### config.mk
export PLATFORM = sky130hd
export DESIGN_NAME = magcmp_ccbr_unit
export DESIGN_NICKNAME = d
export VERILOG_FILES = /design/src/rtl/magcmp_pkg.sv /design/src/rtl/magcmp_lane.sv /design/src/rtl/cc_file.sv /design/src/rtl/ccbr_eval.sv /design/src/rtl/magcmp_ccbr_unit.sv
export SDC_FILE = /design/constraint.sdc
export NUM_CORES = 1
export LEC_CHECK = 0
export CAP_MARGIN = 20
export CORE_ASPECT_RATIO = 0.75
export CORE_MARGIN = 5
export CORE_UTILIZATION = 47
export DETAILED_ROUTE_END_ITERATION = 6
export GPL_TIMING_DRIVEN = 1
export PLACE_DENSITY_LB_ADDON = 0.25
export SLEW_MARGIN = 20
export SYNTH_ARGS = -nofsm -noshare
export SYNTH_HDL_FRONTEND = slang
export SYNTH_HIERARCHICAL = 1
export SYNTH_SLANG_ARGS = --single-unit
### constraint.sdc
create_clock -name clk -period 3.5 [get_ports clk]
set_input_delay 0.875 -clock clk [delete_from_list [all_inputs] [get_ports clk]]
set_output_delay 0.875 -clock clk [all_outputs]
set_load 0.03 [all_outputs]
### src/rtl/magcmp_pkg.sv
package magcmp_pkg;

    localparam int CC_BITS  = 8;
    localparam int SGL_BITS = 32;
    localparam int SGL_EXPB = 8;
    localparam int DBL_BITS = 64;
    localparam int DBL_EXPB = 11;

    typedef enum logic [1:0] {
        FMT_SGL  = 2'd0,
        FMT_DBL  = 2'd1,
        FMT_PAIR = 2'd2,
        FMT_RSV  = 2'd3
    } fmt_e;

    typedef enum logic [1:0] {
        PR_LE = 2'd0,
        PR_LT = 2'd1,
        PR_EQ = 2'd2,
        PR_UN = 2'd3
    } pred_e;

    typedef enum logic [2:0] {
        BR_NONE  = 3'd0,
        BR_ANY2F = 3'd1,
        BR_ANY2T = 3'd2,
        BR_ANY4F = 3'd3,
        BR_ANY4T = 3'd4,
        BR_RSV5  = 3'd5,
        BR_RSV6  = 3'd6,
        BR_RSV7  = 3'd7
    } brop_e;

    // Relation of two magnitudes, sign bits already dropped.
    typedef struct packed {
        logic nan;
        logic lt;
        logic eq;
    } magrel_t;

    function automatic logic pred_apply(pred_e p, magrel_t r);
        logic res;
        if (p == PR_UN) begin
            res = r.nan;
        end else if (r.nan) begin
            res = 1'b0;
        end else begin
            case (p)
                PR_LE:   res = r.lt | r.eq;
                PR_LT:   res = r.lt;
                default: res = r.eq;
            endcase
        end
        return res;
    endfunction

endpackage

### src/rtl/magcmp_lane.sv
module magcmp_lane
    import magcmp_pkg::*;
#(
    parameter int W  = 32,
    parameter int EW = 8
) (
    input  logic [W-1:0] a,
    input  logic [W-1:0] b,
    output magrel_t      rel
);
    localparam int MW = W - EW - 1;

    logic [W-2:0] mag_a;
    logic [W-2:0] mag_b;
    logic         nan_a;
    logic         nan_b;

    // Dropping the sign leaves an unsigned code that orders like the magnitude.
    assign mag_a = a[W-2:0];
    assign mag_b = b[W-2:0];

    assign nan_a = (&a[W-2 -: EW]) & (|a[MW-1:0]);
    assign nan_b = (&b[W-2 -: EW]) & (|b[MW-1:0]);

    always_comb begin
        rel.nan = nan_a | nan_b;
        rel.lt  = mag_a < mag_b;
        rel.eq  = mag_a == mag_b;
    end

endmodule

### src/rtl/cc_file.sv
module cc_file #(
    parameter int CC_W = 8
) (
    input  logic            clk,
    input  logic            rst,
    input  logic [CC_W-1:0] we,
    input  logic [CC_W-1:0] wd,
    output logic [CC_W-1:0] q
);
    logic [CC_W-1:0] q_r;

    generate
        for (genvar i = 0; i < CC_W; i++) begin : g_bit
            always_ff @(posedge clk) begin
                if (rst) begin
                    q_r[i] <= 1'b0;
                end else if (we[i]) begin
                    q_r[i] <= wd[i];
                end
            end
        end
    endgenerate

    assign q = q_r;

    // a bit without a write enable keeps its value across the edge
    p_keep_unselected_r2: assert property (@(posedge clk) disable iff (rst)
        1'b1 |=> ((q ^ $past(q)) & ~$past(we)) == '0);

endmodule

### src/rtl/ccbr_eval.sv
module ccbr_eval
    import magcmp_pkg::*;
#(
    parameter int CC_W = 8,
    parameter int IW   = 3
) (
    input  logic            clk,
    input  logic            rst,
    input  logic [CC_W-1:0] cc,
    input  logic [2:0]      op,
    input  logic [IW-1:0]   base,
    output logic            taken,
    output logic            misaligned
);
    brop_e           opc;
    logic [CC_W-1:0] sel2;
    logic [CC_W-1:0] sel4;
    logic            hit;

    assign opc = brop_e'(op);

    // Group membership for the aligned 2-bit and 4-bit windows.
    generate
        for (genvar i = 0; i < CC_W; i++) begin : g_sel
            assign sel2[i] = (IW'(i) >> 1) == (base >> 1);
            assign sel4[i] = (IW'(i) >> 2) == (base >> 2);
        end
    endgenerate

    always_comb begin
        hit        = 1'b0;
        misaligned = 1'b0;
        case (opc)
            BR_ANY2F: begin
                misaligned = base[0];
                hit        = |(sel2 & ~cc);
            end
            BR_ANY2T: begin
                misaligned = base[0];
                hit        = |(sel2 & cc);
            end
            BR_ANY4F: begin
                misaligned = |base[1:0];
                hit        = |(sel4 & ~cc);
            end
            BR_ANY4T: begin
                misaligned = |base[1:0];
                hit        = |(sel4 & cc);
            end
            default: begin
                hit        = 1'b0;
                misaligned = 1'b0;
            end
        endcase
        taken = hit & ~misaligned;
    end

    // a misaligned base never yields a taken branch
    p_misaligned_not_taken_r10: assert property (@(posedge clk) disable iff (rst)
        misaligned |-> !taken);

    // an any-of-4 false branch implies some zero in the aligned quad
    p_any4f_has_zero_r9: assert property (@(posedge clk) disable iff (rst)
        (taken && opc == BR_ANY4F) |-> ((~cc & sel4) != '0));

    // an any-of-2 true branch implies some one in the aligned pair
    p_any2t_has_one_r8: assert property (@(posedge clk) disable iff (rst)
        (taken && opc == BR_ANY2T) |-> ((cc & sel2) != '0));

    // reserved opcodes never branch
    p_reserved_idle_r10: assert property (@(posedge clk) disable iff (rst)
        (opc == BR_NONE || op > 3'd4) |-> (!taken && !misaligned));

endmodule

### src/rtl/magcmp_ccbr_unit.sv
module magcmp_ccbr_unit
    import magcmp_pkg::*;
#(
    parameter int CC_W     = CC_BITS,
    parameter int SGL_W    = SGL_BITS,
    parameter int SGL_EXP  = SGL_EXPB,
    parameter int DBL_W    = DBL_BITS,
    parameter int DBL_EXP  = DBL_EXPB,
    localparam int IW      = $clog2(CC_W),
    localparam int LANES   = DBL_W / SGL_W
) (
    input  logic             clk,
    input  logic             rst,
    input  logic             cmp_valid,
    input  logic [1:0]       cmp_fmt,
    input  logic [1:0]       cmp_pred,
    input  logic [IW-1:0]    cmp_idx,
    input  logic [DBL_W-1:0] op_a,
    input  logic [DBL_W-1:0] op_b,
    input  logic [2:0]       br_op,
    input  logic [IW-1:0]    br_base,
    output logic [CC_W-1:0]  cc_out,
    output logic             br_taken,
    output logic             illegal
);
    fmt_e             fmt;
    pred_e            pred;
    magrel_t          rel_lane [LANES];
    magrel_t          rel_dbl;
    logic [LANES-1:0] res_lane;
    logic             res_dbl;
    logic             res_one;
    logic             cmp_bad;
    logic             cmp_ok;
    logic             br_bad;
    logic [CC_W-1:0]  cc_we;
    logic [CC_W-1:0]  cc_wd;
    logic [CC_W-1:0]  cc_q;

    assign fmt  = fmt_e'(cmp_fmt);
    assign pred = pred_e'(cmp_pred);

    // Single-precision lanes; lane 0 also serves the scalar single format.
    generate
        for (genvar l = 0; l < LANES; l++) begin : g_lane
            magcmp_lane #(.W(SGL_W), .EW(SGL_EXP)) u_lane (
                .a   (op_a[l*SGL_W +: SGL_W]),
                .b   (op_b[l*SGL_W +: SGL_W]),
                .rel (rel_lane[l])
            );
            assign res_lane[l] = pred_apply(pred, rel_lane[l]);
        end
    endgenerate

    magcmp_lane #(.W(DBL_W), .EW(DBL_EXP)) u_dbl (
        .a   (op_a),
        .b   (op_b),
        .rel (rel_dbl)
    );
    assign res_dbl = pred_apply(pred, rel_dbl);

    assign res_one = (fmt == FMT_DBL) ? res_dbl : res_lane[0];

    assign cmp_bad = cmp_valid & ((fmt == FMT_RSV) | ((fmt == FMT_PAIR) & cmp_idx[0]));
    assign cmp_ok  = cmp_valid & ~cmp_bad;

    // Write-enable and write-data per condition bit.
    generate
        for (genvar i = 0; i < CC_W; i++) begin : g_wr
            localparam int LN = i % LANES;
            always_comb begin
                if (fmt == FMT_PAIR) begin
                    cc_we[i] = cmp_ok & ((IW'(i) >> 1) == (cmp_idx >> 1));
                    cc_wd[i] = res_lane[LN];
                end else begin
                    cc_we[i] = cmp_ok & (IW'(i) == cmp_idx);
                    cc_wd[i] = res_one;
                end
            end
        end
    endgenerate

    cc_file #(.CC_W(CC_W)) u_cc (
        .clk (clk),
        .rst (rst),
        .we  (cc_we),
        .wd  (cc_wd),
        .q   (cc_q)
    );

    ccbr_eval #(.CC_W(CC_W), .IW(IW)) u_br (
        .clk        (clk),
        .rst        (rst),
        .cc         (cc_q),
        .op         (br_op),
        .base       (br_base),
        .taken      (br_taken),
        .misaligned (br_bad)
    );

    assign cc_out  = cc_q;
    assign illegal = cmp_bad | br_bad;

    // ---------------- assertions ----------------
    function automatic logic [CC_W-1:0] pair_bits(logic [IW-1:0] n);
        logic [CC_W-1:0] m;
        m = '0;
        m[{n[IW-1:1], 1'b0}] = 1'b1;
        m[{n[IW-1:1], 1'b1}] = 1'b1;
        return m;
    endfunction

    logic s_a_nan;
    assign s_a_nan = (&op_a[SGL_W-2 -: SGL_EXP]) & (|op_a[SGL_W-SGL_EXP-2:0]);

    // a rejected compare leaves the register untouched
    p_illegal_nowrite_r7: assert property (@(posedge clk) disable iff (rst)
        (cmp_valid && illegal && br_op == 3'd0) |=> $stable(cc_out));

    // no compare, no change
    p_idle_hold_r12: assert property (@(posedge clk) disable iff (rst)
        !cmp_valid |=> $stable(cc_out));

    // NaN in operand A of a scalar single compare yields a cleared bit
    p_nan_clears_r6: assert property (@(posedge clk) disable iff (rst)
        (cmp_valid && cmp_fmt == 2'd0 && cmp_pred != 2'd3 && s_a_nan)
        |=> !cc_out[$past(cmp_idx)]);

    // a paired write touches only its aligned pair
    p_pair_confined_r4: assert property (@(posedge clk) disable iff (rst)
        (cmp_valid && !cmp_bad && cmp_fmt == 2'd2)
        |=> ((cc_out ^ $past(cc_out)) & ~pair_bits($past(cmp_idx))) == '0);

endmodule

Word-level counts from Yosys, hierarchy flattened --
Cells that the tools add are included.
Operators by class: $lt $le $gt $ge 3, eq/ne operators 25, mux-type cells 22, bitwise operators 37, reduce and logical (&&, ||, !) cells 24
Operator list (count):
- OR reduction 52 bit | 2
- OR reduction 23 bit | 4
- == test 63 bit | 1
- < comparator 63 bit | 1
- == test 31 bit | 2
- < comparator 31 bit | 2
- bitwise AND 8 bit | 4
- AND reduction 8 bit | 4
- OR reduction 8 bit | 4
- bitwise AND 1 bit | 22
- AND reduction 11 bit | 2
- two-way mux 1 bit | 17
- == test 3 bit, first input constant | 4
- logical NOT 3 bit | 4
- == test 2 bit, first input constant | 4
- inverter 8 bit | 1
- bitwise OR 1 bit | 8
- one-hot mux 1 bit (2 select lines) | 4
- == test 2 bit, second input constant | 3
- == test 2 x 3 -> 1 bit, first input constant | 2
- == test 3 x 2 -> 1 bit, second input constant | 2
- OR reduction 2 bit | 3
- == test 1 x 2 -> 1 bit, first input constant | 2
- == test 2 x 1 -> 1 bit, second input constant | 2
- other kinds (6) | 7
Word-level totals: register bits after elaboration 8, input port bits 144, output and inout port bits 10

Depth between registers and ports, before layout --
word-level depth 8, gate-level depth with buffers 14, mapped depth without buffers 14

Cells and area by module --
Netlist, hierarchy kept.
By module, submodules not included:
- magcmp_lane at u_dbl | instances 1, cells an instance 273, area each 1864.3 µm²
- magcmp_lane at g_lane[0].u_lane ... | instances 2, cells an instance 132, area each 913.4 µm²
- cc_file | instances 1, cells an instance 25, area each 281.5 µm²
- magcmp_ccbr_unit | instances 1, cells an instance 34, area each 198.9 µm²
- ccbr_eval | instances 1, cells an instance 28, area each 182.7 µm²

Worst setup path after synthesis --
OpenSTA, ideal clock, no wires.
kind input-to-reg, start in op_b[53], end reg u_cc.q_r[5], in the netlist u_cc/q[5], library setup time 0.115 ns, data arrival time 3.041 ns, required time 3.385 ns, setup slack 0.344 ns, cell stages on the path 14, path buffers 0, cell sequence inv_1 -> ha_1 -> nand4_1 -> nor4b_4 -> nand4_1 -> nor4_2 -> nand2_1 -> and3_1 -> nand2b_1 -> a21oi_1 -> o32a_1 -> mux2_2 -> mux2i_1 -> nor2_1
RTL lines:
- start, declared | line magcmp_ccbr_unit.sv:19 | input logic [DBL_W-1:0] op_b,
- end signal, assigned by index | line cc_file.sv:18 | q_r[i] <= wd[i];
- end, declared | line cc_file.sv:10 | logic [CC_W-1:0] q_r;

Final worst setup path --
start in br_base[1], end out br_taken
Between the ends: word-level cells in the longest chain between the ends 5, elaborated cells between the ends (all ways) 13
RTL lines:
- start, declared | line magcmp_ccbr_unit.sv:21 | input logic [IW-1:0] br_base,
- == test 1 x 2 -> 1 bit, or another cell as far along | line ccbr_eval.sv:25 | assign sel2[i] = (IW'(i) >> 1) == (base >> 1);
- bitwise AND 8 bit (on tied branches) | line ccbr_eval.sv:40, ccbr_eval.sv:36
- OR reduction 8 bit (on tied branches) | line ccbr_eval.sv:40, ccbr_eval.sv:36
- one-hot mux 1 bit (4 select lines) | line ccbr_eval.sv:33 | case (opc)
- bitwise AND 1 bit * | line ccbr_eval.sv:55 | taken = hit & ~misaligned;
- end, declared | line magcmp_ccbr_unit.sv:23 | output logic br_taken,
Mark *: on every way between the ends. The rest lies on a longest branch, timed or not.

==> flow_summary.toml <==
[die]
core-area_mm2 = 0.00905
dieWidth_um = 121
ios = 154
num_rows = 30
die_h_um = 93.4
die-area_mm2 = 0.0113
start_util_pct = 48.1

[finish]
fin_area_mm2 = 0.00788
nNetsFinal = 1215
syn_to_final_growth_pct = 80.9
instances_no_fill = 1073
seq_area_um2 = 160
multi_input_comb_area_mm2 = 0.00430
fill_cells = 512
largest_reg_flops = 8
drive_gt1_share_pct = 33.3

[synth]
synthFlopType = "dfxtp_1"
synth_edf_count = 0
syn_inst = 624
syn_area_per_cell_um2 = 6.98
ys_warn_count = 6
synth-async-reset-ratio_pct = 0
synth.distinct_cells = 43
synthesis.area_mm2 = 0.00435
ys_seq_area_share_pct = 3.68
ys_seq_elements = 8
synth_nets = 893

[grt]
grt_pass1_wl_um = 30700
grt_pass1_vias = 6363
antenna_found_initial = 0
grt-ovfl-total = 0
track_usage_pct = 33.1
grt_max_degree = 9

[min_path]
hold_path.class = "reg -> reg"
hold_start = "u_cc/q[2]"
holdPathStages = 2
whs_endpoint = "u_cc/q[2]"

[sta]
maxSlewHeadroom_pct = 71.5
final.setup.worst_slack_ns = 0.0630
finalCriticalPeriod_ns = 3.44
hold_viol_final = 0
worst_pin_slew_ns = 0.424
final.setup.tns_ns = 0
setup_viol = 0
skew_ns = 0
fmax_mhz = 291
drv_slew = 0
post-route-period-util_pct = 98.2

[setup_path]
cp.arrival_ns = 2.56
rr_startpoint = "u_cc/q[6]"
worst_path_largest_cell_delay_ns = 0.54
crit_path_end_kind = "output port"
crit_chain = "clkdlybuf4s50_1, mux4_2, a22oi_2, a31oi_1, dlygate4sd2_1"
critPathTopFamily = "buffers and inverters"
worst-path-buf-inv = 2
crit_type = "in -> out"
slowest_stage = "clkdlybuf4s50_1"
ff2ff_path_depth = 2
path_max_fanout = 2
r2r_setup_slack_ns = 2.74
critPathRequiredTime_ns = 2.62
crit-reg2reg-capture = "u_cc/q[6]"
startpoint_type = "input port"

[routing]
drc = 0
num_vias = 6526
dr.pass1.iters = 5
drtIter0Drc = 661
via_per_inst = 6.08
antenna_left = 0
drt_wl_total_um = 21200
wl_per_cell_um = 19.8

[cts]
clock_path_buffers = 2
clock_sinks = 8
clock_latency_ns = 0.23
h-tree-depth = 1
clockRootBuffer = "clkbuf_16"
cts_tree = "built"
cts_inserted_buffers = 3
clk_pin_slew_ns = 0.03

[placed_design]
dpl_cell_area_mm2 = 0.00716
place_ws_ns = -0.539
dpl.cell_count = 1055
hpwl_um = 16400
place_congestion = 1.00
port_buffers = 151

[pwr]
totalPowerFinal_mw = 1.18
p_leak_nw = 4.29
p_per_area_mw_per_mm2 = 149
peakVddDrop_mv = 0.169

[outcome]
outcome = "finished, final reports clean"

[flow_run]
maxCapViolations = 0
## Yosys cell counts, types with 2 or more instances
cell      number  area (um^2)
inv_1        129          484
ha_1         125         1560
nand2_1       49          184
nor4_1        49          307
a21oi_1       48          240
nand4_1       36          225
nor2_1        32          120
o21ai_0       22          110
nor3_1        20          100
nand3_1       17         85.1
a21o_1         9         67.6
dfxtp_1        8          160
mux2i_1        8         80.1
nand2b_1       7         43.8
a211oi_1       6         45.0
a221oi_1       6         52.6
and4_1         6         52.6
o31ai_1        4         30.0
and2_1         3         18.8
and3_1         3         18.8
mux2_2         3         33.8
nand3b_1       3         22.5
nor4_2         3         37.5
o211ai_1       3         22.5
a21oi_2        2         17.5
a221o_1        2         20.0
a221oi_2       2         30.0
nor2b_1        2         12.5
nor3b_1        2         15.0
o21ai_1        2         10.0
## report_power, final
part | internal (mW) | switching (mW)
combinational | 0.449 | 0.445
sequential | 0.0934 | 0.00248
clock | 0.147 | 0.0393
## metrics by stage
step                      hold WS (ns)  utilization [%]
after floorplan                  0.665                -
after global placement           0.554             79.2
after detailed placement         0.569             79.2
after CTS                        0.577             83.0
after global routing             0.589             87.1
final                            0.586             87.1
## per-layer routing
metal	global-route usage, %	part of all wire [%]
met5	0	0
met4	8.40	3.1
met3	5.14	10
met2	54.9	46
met1	45.0	41
## worst max-delay path by stage
stage / startpoint / to / slack (ns) / depth (start not counted)
finish: br_base[1] / br_taken / 0.06 / 5
CTS: op_a[36] / u_cc/q[3] / -0.02 / 14
global route: op_a[24] / u_cc/q[5] / -0.08 / 15
detailed placement: op_b[38] / u_cc/q[1] / -0.54 / 15
floorplan: op_b[53] / u_cc/q[5] / 0.34 / 14
global placement: op_b[38] / u_cc/q[1] / -0.35 / 15
## layout by cell type, fill, tap and decap left out, drive strengths merged, types with 4 or more instances in the layout
master	count
a211oi	6
a21o	9
a21oi	50
a221oi	8
and3	4
and4	6
buf	169
clkbuf	43
clkdlybuf4s50	43
dfxtp	8
dlygate4sd2	7
dlymetal6s2s	58
ha	125
inv	129
mux2i	8
nand2	49
nand2b	7
nand3	17
nand4	36
nor2	32
nor3	20
nor4	52
o21ai	24
o31ai	4
## layout make-up
type                       instances  share of cell area [%]
antenna                            1                  0.0318
clock buffer                       3                   0.953
inverter                         129                    6.15
multi-input combinational        486                    54.6
sequential                         8                    2.03
tap                              128                    2.03
timing repair buffer             318                    34.2
## worst reg2reg max path, stage by stage, from the launching register on
cell and delay, ns:
dfxtp_1 0.36, mux2i_1 0.22, nor2_1 0.06
## repair_timing
item / CTS / global route
hold buffers: 0 / 0
buffers inserted: 11 / 3
gates resized for setup: 87 / 199
endpoints found under the setup margin: 9 / 9
pin swaps: 25 / 40
## kinds of logic (layout without fill, tap and decap cells)
| logic type | Yosys count | after routing | share of synthesized area (%) |
|---|---|---|---|
| buf+inv | 130 | 450 | 11.4 |
| simple gates | 238 | 238 | 30.0 |
| compound gates | 111 | 111 | 15.9 |
| flops | 8 | 8 | 3.68 |
| fa+ha+maj | 125 | 125 | 35.9 |
| mux | 12 | 12 | 3.13 |
| other cells | 0 | 1 | 0 |
Note: power is estimated with default switching activity, not from simulation.
